## config.mk

```make
export PLATFORM = sky130hd
export DESIGN_NAME = burst_rearb_gen
export DESIGN_NICKNAME = d
export VERILOG_FILES = /design/src/rtl/burst_rearb_pkg.sv /design/src/rtl/rearb_len_decode.sv /design/src/rtl/rearb_beat_tracker.sv /design/src/rtl/rearb_slot_timer.sv /design/src/rtl/burst_rearb_gen.sv
export SDC_FILE = /design/constraint.sdc
export NUM_CORES = 1
export LEC_CHECK = 0
export BUFFER_PORTS_ARGS = -buffer_cell sky130_fd_sc_hd__buf_4
export CAP_MARGIN = 20
export CORE_MARGIN = 5
export CORE_UTILIZATION = 45
export CTS_CLUSTER_DIAMETER = 50
export CTS_CLUSTER_SIZE = 20
export DETAILED_ROUTE_END_ITERATION = 10
export PLACE_DENSITY = 0.77
export REMOVE_ABC_BUFFERS = 1
export SYNTH_ARGS = -nofsm -noshare
export SYNTH_HDL_FRONTEND = slang
export SYNTH_SLANG_ARGS = --single-unit
```

## constraint.sdc

```tcl
create_clock -name clk -period 1.8 [get_ports clk]
set_input_delay 0 -clock clk [delete_from_list [all_inputs] [get_ports clk]]
set_output_delay 0 -clock clk [all_outputs]
set_load 0.01 [all_outputs]
```

## src/rtl/burst_rearb_pkg.sv

```systemverilog
// Package: shared transfer encodings for the burst re-arbitration block.
// Assumes the usual two-bit transfer type and three-bit burst type coding.
package burst_rearb_pkg;

    typedef enum logic [1:0] {
        TR_IDLE   = 2'b00,
        TR_BUSY   = 2'b01,
        TR_NONSEQ = 2'b10,
        TR_SEQ    = 2'b11
    } trans_e;

    typedef enum logic [2:0] {
        LEN_INF   = 3'd0,
        LEN_ONE   = 3'd1,
        LEN_FOUR  = 3'd2,
        LEN_EIGHT = 3'd3,
        LEN_SIXT  = 3'd4
    } len_sel_e;

    localparam logic [2:0] BURST_INCR = 3'b001;

endpackage

```

## src/rtl/rearb_len_decode.sv

```systemverilog
// Module: turns the burst-length selection into a boundary enable and a
// power-of-two mask on the beat number. Codes above sixteen are infinite.
// Assumes CNT_W is at least 4 so the sixteen-beat mask fits.
module rearb_len_decode #(
    parameter int CNT_W = 4
) (
    input  logic [2:0]       len_sel,
    output logic             bound_en,
    output logic [CNT_W-1:0] bound_mask
);
    import burst_rearb_pkg::*;

    // Purpose: map each selection code to its boundary mask.
    always_comb begin
        bound_en   = 1'b1;
        bound_mask = '0;
        case (len_sel)
            LEN_ONE:   bound_mask = '0;
            LEN_FOUR:  bound_mask = CNT_W'(3);
            LEN_EIGHT: bound_mask = CNT_W'(7);
            LEN_SIXT:  bound_mask = CNT_W'(15);
            default: begin
                bound_en   = 1'b0;
                bound_mask = '0;
            end
        endcase
    end

endmodule

```

## src/rtl/rearb_beat_tracker.sv

```systemverilog
// Module: numbers the accepted beats of the current burst. It flags the
// beats that close a selected boundary inside an incrementing burst. The
// count wraps modulo 2**CNT_W, and every supported boundary divides that.
// Assumes start is high on the first transfer of each burst.
module rearb_beat_tracker #(
    parameter int CNT_W = 4
) (
    input  logic             clk,
    input  logic             rst_n,
    input  logic             idle,
    input  logic             accept,
    input  logic             start,
    input  logic             is_incr,
    input  logic             bound_en,
    input  logic [CNT_W-1:0] bound_mask,
    output logic             at_bound
);
    logic [CNT_W-1:0] cnt_q;
    logic [CNT_W-1:0] beat_num;

    // Purpose: number of the beat presented now (1 for a start beat).
    assign beat_num = start ? CNT_W'(1) : cnt_q + CNT_W'(1);

    // Purpose: keep the number of the last accepted beat; clear on idle or start.
    always_ff @(posedge clk) begin
        if (!rst_n) begin
            cnt_q <= '0;
        end else if (idle) begin
            cnt_q <= '0;
        end else if (accept) begin
            cnt_q <= beat_num;
        end else if (start) begin
            cnt_q <= '0;
        end
    end

    // Purpose: flag an accepted incrementing beat that lands on a boundary.
    assign at_bound = accept && is_incr && bound_en
                      && ((beat_num & bound_mask) == '0);

endmodule

```

## src/rtl/rearb_slot_timer.sv

```systemverilog
// Module: per-access cycle budget. It loads on every start cycle, counts
// down once per non-idle cycle and holds at zero. A loaded value of zero
// leaves the timer disarmed.
// Assumes idle takes priority over start.
module rearb_slot_timer #(
    parameter int SLOT_W = 8
) (
    input  logic              clk,
    input  logic              rst_n,
    input  logic              idle,
    input  logic              start,
    input  logic [SLOT_W-1:0] slot_cfg,
    output logic              expired
);
    logic [SLOT_W-1:0] slot_q;
    logic              armed_q;

    // Purpose: load, count down with saturation, or clear the budget.
    always_ff @(posedge clk) begin
        if (!rst_n) begin
            slot_q  <= '0;
            armed_q <= 1'b0;
        end else if (idle) begin
            slot_q  <= '0;
            armed_q <= 1'b0;
        end else if (start) begin
            slot_q  <= slot_cfg;
            armed_q <= (slot_cfg != '0);
        end else if (slot_q != '0) begin
            slot_q  <= slot_q - SLOT_W'(1);
        end
    end

    // Purpose: the budget is used up only when it was armed.
    assign expired = armed_q && (slot_q == '0);

endmodule

```

## src/rtl/burst_rearb_gen.sv

```systemverilog
// Module: top of the re-arbitration point generator. It combines the beat
// boundary and the slot budget into one pulse per accepted beat.
// Assumes burst_start coincides with NONSEQ transfers and that beat_ok
// marks the cycle in which the slave completes the presented beat.
module burst_rearb_gen #(
    parameter int SLOT_W    = 8,
    parameter int MAX_BEATS = 16
) (
    input  logic              clk,
    input  logic              rst_n,
    input  logic [1:0]        trans_type,
    input  logic [2:0]        burst_type,
    input  logic              beat_ok,
    input  logic              burst_start,
    input  logic [2:0]        len_sel,
    input  logic [SLOT_W-1:0] slot_cfg,
    output logic              rearb_ok,
    output logic              pred_eob
);
    import burst_rearb_pkg::*;

    localparam int CNT_W = (MAX_BEATS < 16) ? 4 : $clog2(MAX_BEATS);

    logic             bus_idle;
    logic             beat_acc;
    logic             incr_burst;
    logic             bound_en;
    logic [CNT_W-1:0] bound_mask;
    logic             at_bound;
    logic             slot_expired;
    logic             slot_fire;

    // Purpose: qualify the transfer-level conditions.
    assign bus_idle   = (trans_type == TR_IDLE);
    assign beat_acc   = beat_ok && trans_type[1];
    assign incr_burst = (burst_type == BURST_INCR);

    rearb_len_decode #(.CNT_W(CNT_W)) u_dec (
        .len_sel    (len_sel),
        .bound_en   (bound_en),
        .bound_mask (bound_mask)
    );

    rearb_beat_tracker #(.CNT_W(CNT_W)) u_beat (
        .clk        (clk),
        .rst_n      (rst_n),
        .idle       (bus_idle),
        .accept     (beat_acc),
        .start      (burst_start),
        .is_incr    (incr_burst),
        .bound_en   (bound_en),
        .bound_mask (bound_mask),
        .at_bound   (at_bound)
    );

    rearb_slot_timer #(.SLOT_W(SLOT_W)) u_slot (
        .clk      (clk),
        .rst_n    (rst_n),
        .idle     (bus_idle),
        .start    (burst_start),
        .slot_cfg (slot_cfg),
        .expired  (slot_expired)
    );

    // Purpose: a slot break applies only to a completed beat after the start one.
    assign slot_fire = beat_acc && !burst_start && slot_expired;

    // Purpose: drive the two outputs.
    assign pred_eob = at_bound;
    assign rearb_ok = at_bound || slot_fire;

endmodule

```

==> out/summary.txt <==
====================================================================================
Post-synthesis compound-gate area fraction ............................        0.172
Final Hold Viols ......................................................            1
Setup repair after global routing missed its margin ...................         true
WP data required ......................................................      1.80 ns
Area of the multi-input gates .........................................      537 um2
Outcome ............................................................... complete, but fails checks
Main flop type after synthesis ........................................ sky130_fd_sc_hd__dfxtp_1
CTS tree ..............................................................        built
Total overflow reported by the global router ..........................            0
Cells along the critical path ......................................... or4_4, nor4b_4, buf_4, a21oi_1, a31oi_1, buf_4
Library cell with the largest summed area after synthesis ............. sky130_fd_sc_hd__dfxtp_1
CTS buffer count ......................................................            3
Top cell types by occurrence after synthesis .......................... sky130_fd_sc_hd__dfxtp_1 (13), sky130_fd_sc_hd__nand2_1 (9), sky130_fd_sc_hd__a21oi_1 (6), sky130_fd_sc_hd__nor3_1 (6), sky130_fd_sc_hd__xnor2_1 (6)
Type of destination of the critical path ..............................  output port
Peak supply drop ......................................................   0.000458 V
Hold path startpoint ..................................................  slot_cfg[0]
Count of clock tree sinks .............................................           13
Critical Path Slowest Stage Cell ...................................... sky130_fd_sc_hd__or4_4
Cell repeated most along the worst path ............................... sky130_fd_sc_hd__buf_4
Avg WL per Cell .......................................................      12.6 um
Fill cell total of the finished layout ................................          157
Worst rel slew slack ..................................................        0.699
Fin nets ..............................................................          156
Part of the power in the clock network ................................        0.229
Multiplexer share of the synthesized area .............................       0.0183
Final Worst Setup Slack ...............................................    -0.132 ns
MaxCap Viol Count .....................................................            0
Fraction of the mapped netlist area in simple logic gates .............        0.308
Critical Path AT ......................................................      1.93 ns
Global-route wire length before repair ................................      3.32 mm
Maximum number of pins on one net before global-route repair ..........           19
Std-Cell Core Area ....................................................  0.00173 mm2
Cell at the root of the clock tree .................................... sky130_fd_sc_hd__clkbuf_4
Switching Power .......................................................   0.000250 W
Initial DRC count .....................................................           11
Dominant combinational cell family by area after synthesis ............ simple AND/OR/NAND/NOR gates
Async SR Flop Fraction ................................................            0
Crit Path Class ....................................................... register to output port
Final total power .....................................................   0.000829 W
Synthesized-area fraction occupied by xor and xnor cells ..............       0.0960
Top cell type's share of synthesized area .............................        0.317
Cells after synthesis .................................................           96
Critical Path Stages ..................................................            6
Antenna-violating nets left ...........................................            0
Number of storage elements in the synthesis netlist ...................           13
Post-Syn Area .........................................................      821 um2
Power Dens Cells ......................................................   720 mW/mm2
Violated checks ....................................................... negative hold slack, negative setup slack
Effective utilization at floorplan ....................................        0.475
Portion of total power attributed to combinational logic ..............        0.373
Maximum fanout encountered on the critical timing path ................            3
Post-route DRC violation count ........................................            0
Die footprint .........................................................  0.00278 mm2
Register share of total power .........................................        0.398
Clock Skew ............................................................   0.00161 ns
Worst Hold Path Cells .................................................            3
Min Hold Slack ........................................................  -0.00139 ns
Mean instance size in the synthesized netlist .........................     8.55 um2
Skew-Pair Late Insertion Delay ........................................      0.28 ns
All-layer global routing usage ........................................        0.162
Internal power contribution ...........................................   0.000579 W
Detailed Route WL .....................................................      1.98 mm
Crit-path max cell delay ..............................................      0.55 ns
Register clock-pin slew on the reported worst setup and hold paths ....      0.08 ns
Final critical path time including I/O delays and setup ...............      1.93 ns
Row Count .............................................................           15
Origin of the worst setup path ........................................ u_slot.slot_q[4]
Final TNS setup .......................................................    -0.132 ns
Number of vias in the routed layout ...................................          824
Switching power as a share of total power .............................        0.301
Startpoint kind of the worst setup timing path ........................     register
Flip-flop and latch area ..............................................      263 um2
Leakage power figure ..................................................     0.467 nW
Hold/Removal Path Class ............................................... input pin to register
Fraction of the cycle the final worst path needs ......................         1.07
Vias in the first global route ........................................          834
Launch instance of the worst register-to-register path ................ u_slot.slot_q[4]
Number of placed I/O pins .............................................           22
Adder-cell share of the synthesized area ..............................       0.0457
Warnings from Yosys ...................................................            0
Pins Over Slew Limit ..................................................            0
Worst Reg2Reg Path Length in Cells ....................................            5
Sequential share of the synthesized area ..............................        0.317
Count of buffering cells on the critical path with inverters included .            2
Number of setup violations in the final report ........................            1
Final weighted congestion in routability-driven placement .............        0.800
Overall die height ....................................................      52.7 um
Top Family by Delay on Critical Path .................................. simple AND/OR/NAND/NOR gates
Drt pass-1 iters ......................................................            4
Buffer depth of the longest clock path ................................            2
Input/output buffers ..................................................           21
Die X .................................................................      52.7 um
Transition time of the tightest slew-check pin ........................     0.451 ns
EDFF count, synth .....................................................            0
Number of H-tree branching levels .....................................            1
Number of antenna violations at the first check in global routing .....            0
Detailed-placement wirelength estimate ................................      1.46 mm
Synthesis-to-finish area growth .......................................        40.4%
Library cell with the highest instance count after synthesis .......... sky130_fd_sc_hd__dfxtp_1
Highest Clock Rate ....................................................      518 MHz
Top cells by area, synth .............................................. sky130_fd_sc_hd__dfxtp_1 (32%), sky130_fd_sc_hd__xnor2_1 (6.4%), sky130_fd_sc_hd__ha_1 (4.6%), sky130_fd_sc_hd__nand2_1 (4.1%), sky130_fd_sc_hd__a21oi_1 (3.7%)
Avg Vias per Cell .....................................................         5.25
Post-synth cell types .................................................           35
Antenna Diode Count ...................................................            0
Share of final-layout standard cells stronger than drive strength 1 ...        0.348
====================================================================================
## layer usage
metal / vias up / share of wire / track usage
met4: 0 / 0.021 / 0.0766
met1: 383 / 0.43 / 0.177
met2: 18 / 0.51 / 0.295
met5: - / 0 / 0
met3: 5 / 0.032 / 0.0285
li1: 418 / - / -
## logic make-up after synthesis
logic type | count (synthesis)
buffers and inverters | 6
DFF | 13
muxes | 1
xor gates and xnor gates | 9
AOI/OAI and AO/OA | 22
and+or+nand+nor | 42
adders and majority gates | 3
## flip-flops by register name, summed over array words and instances, names as in the netlist
signal          flops
u_beat.cnt_q        4
u_slot.armed_q      1
u_slot.slot_q       8
## final cells by class
type / instances / area share
clock buffers: 4 / 0.0228
inverters: 2 / 0.00651
multi-input cells: 77 / 0.466
flip-flops and latches: 13 / 0.228
well taps: 25 / 0.0271
repair buffers: 36 / 0.250
## power groups by stage
stage / Sequential [W] / Clock, W / Combinational, W
after global routing: 0.000332 / 0.000209 / 0.000338
after global placement: 0.000333 / 0 / 0.000260
after CTS: 0.000328 / 0.000192 / 0.000303
after detailed placement: 0.000335 / 0 / 0.000266
final: 0.000330 / 0.000190 / 0.000309
after floorplan: 0.000333 / 0 / 0.000170
## tightest hold or removal path: cells and delay by family
family	cells	cell delay, ns
buf+inv	1	0.11
simple gates	1	0.07
compound gates	1	0.07
## path summary, 6_finish.rpt
kind	to	slack (ns)
setup / recovery	rearb_ok	-0.13
hold / removal	u_slot.slot_q[0]	-0.001
setup reg to reg	u_slot.slot_q[1]	0.03
hold reg to reg	u_beat.cnt_q[1]	0.48
## metrics by stage
stage                     instances  hold WS [ns]  area [um2]  setup WS [ns]   util
after floorplan                  92         0.136         793       -0.00858      -
after global placement          143         0.270        1020         0.0614  0.591
after detailed placement        143         0.281        1020         0.0448  0.591
after CTS                       157       0.00269        1140         -0.139  0.659
after global routing            157     0.0000926        1150         -0.213  0.667
final                           157      -0.00139        1150         -0.132  0.667
## timing repair
item,4_1_cts,5_1_grt
pin swaps,3,0
gates resized for setup,0,6
endpoints found under the hold margin,7,0
hold buffers,7,0
buffers inserted,3,0
endpoints found under the setup margin,1,5
## placed cells by master (no fill, tap or decap), types with 3 or more instances in the layout
cell type	netlist	layout
sky130_fd_sc_hd__o21ai_0	5	5
sky130_fd_sc_hd__clkbuf_4	0	3
sky130_fd_sc_hd__nand2_1	9	9
sky130_fd_sc_hd__dlygate4sd3_1	0	7
sky130_fd_sc_hd__nand2b_1	3	3
sky130_fd_sc_hd__dfxtp_1	13	11
sky130_fd_sc_hd__xor2_1	3	3
sky130_fd_sc_hd__a21oi_1	6	5
sky130_fd_sc_hd__nor3b_1	3	3
sky130_fd_sc_hd__nor3_1	6	6
sky130_fd_sc_hd__xnor2_1	6	6
sky130_fd_sc_hd__nand3_1	4	4
sky130_fd_sc_hd__ha_1	3	3
sky130_fd_sc_hd__nor2_1	3	3
sky130_fd_sc_hd__buf_4	0	29
(Power assumes the default switching activity.)
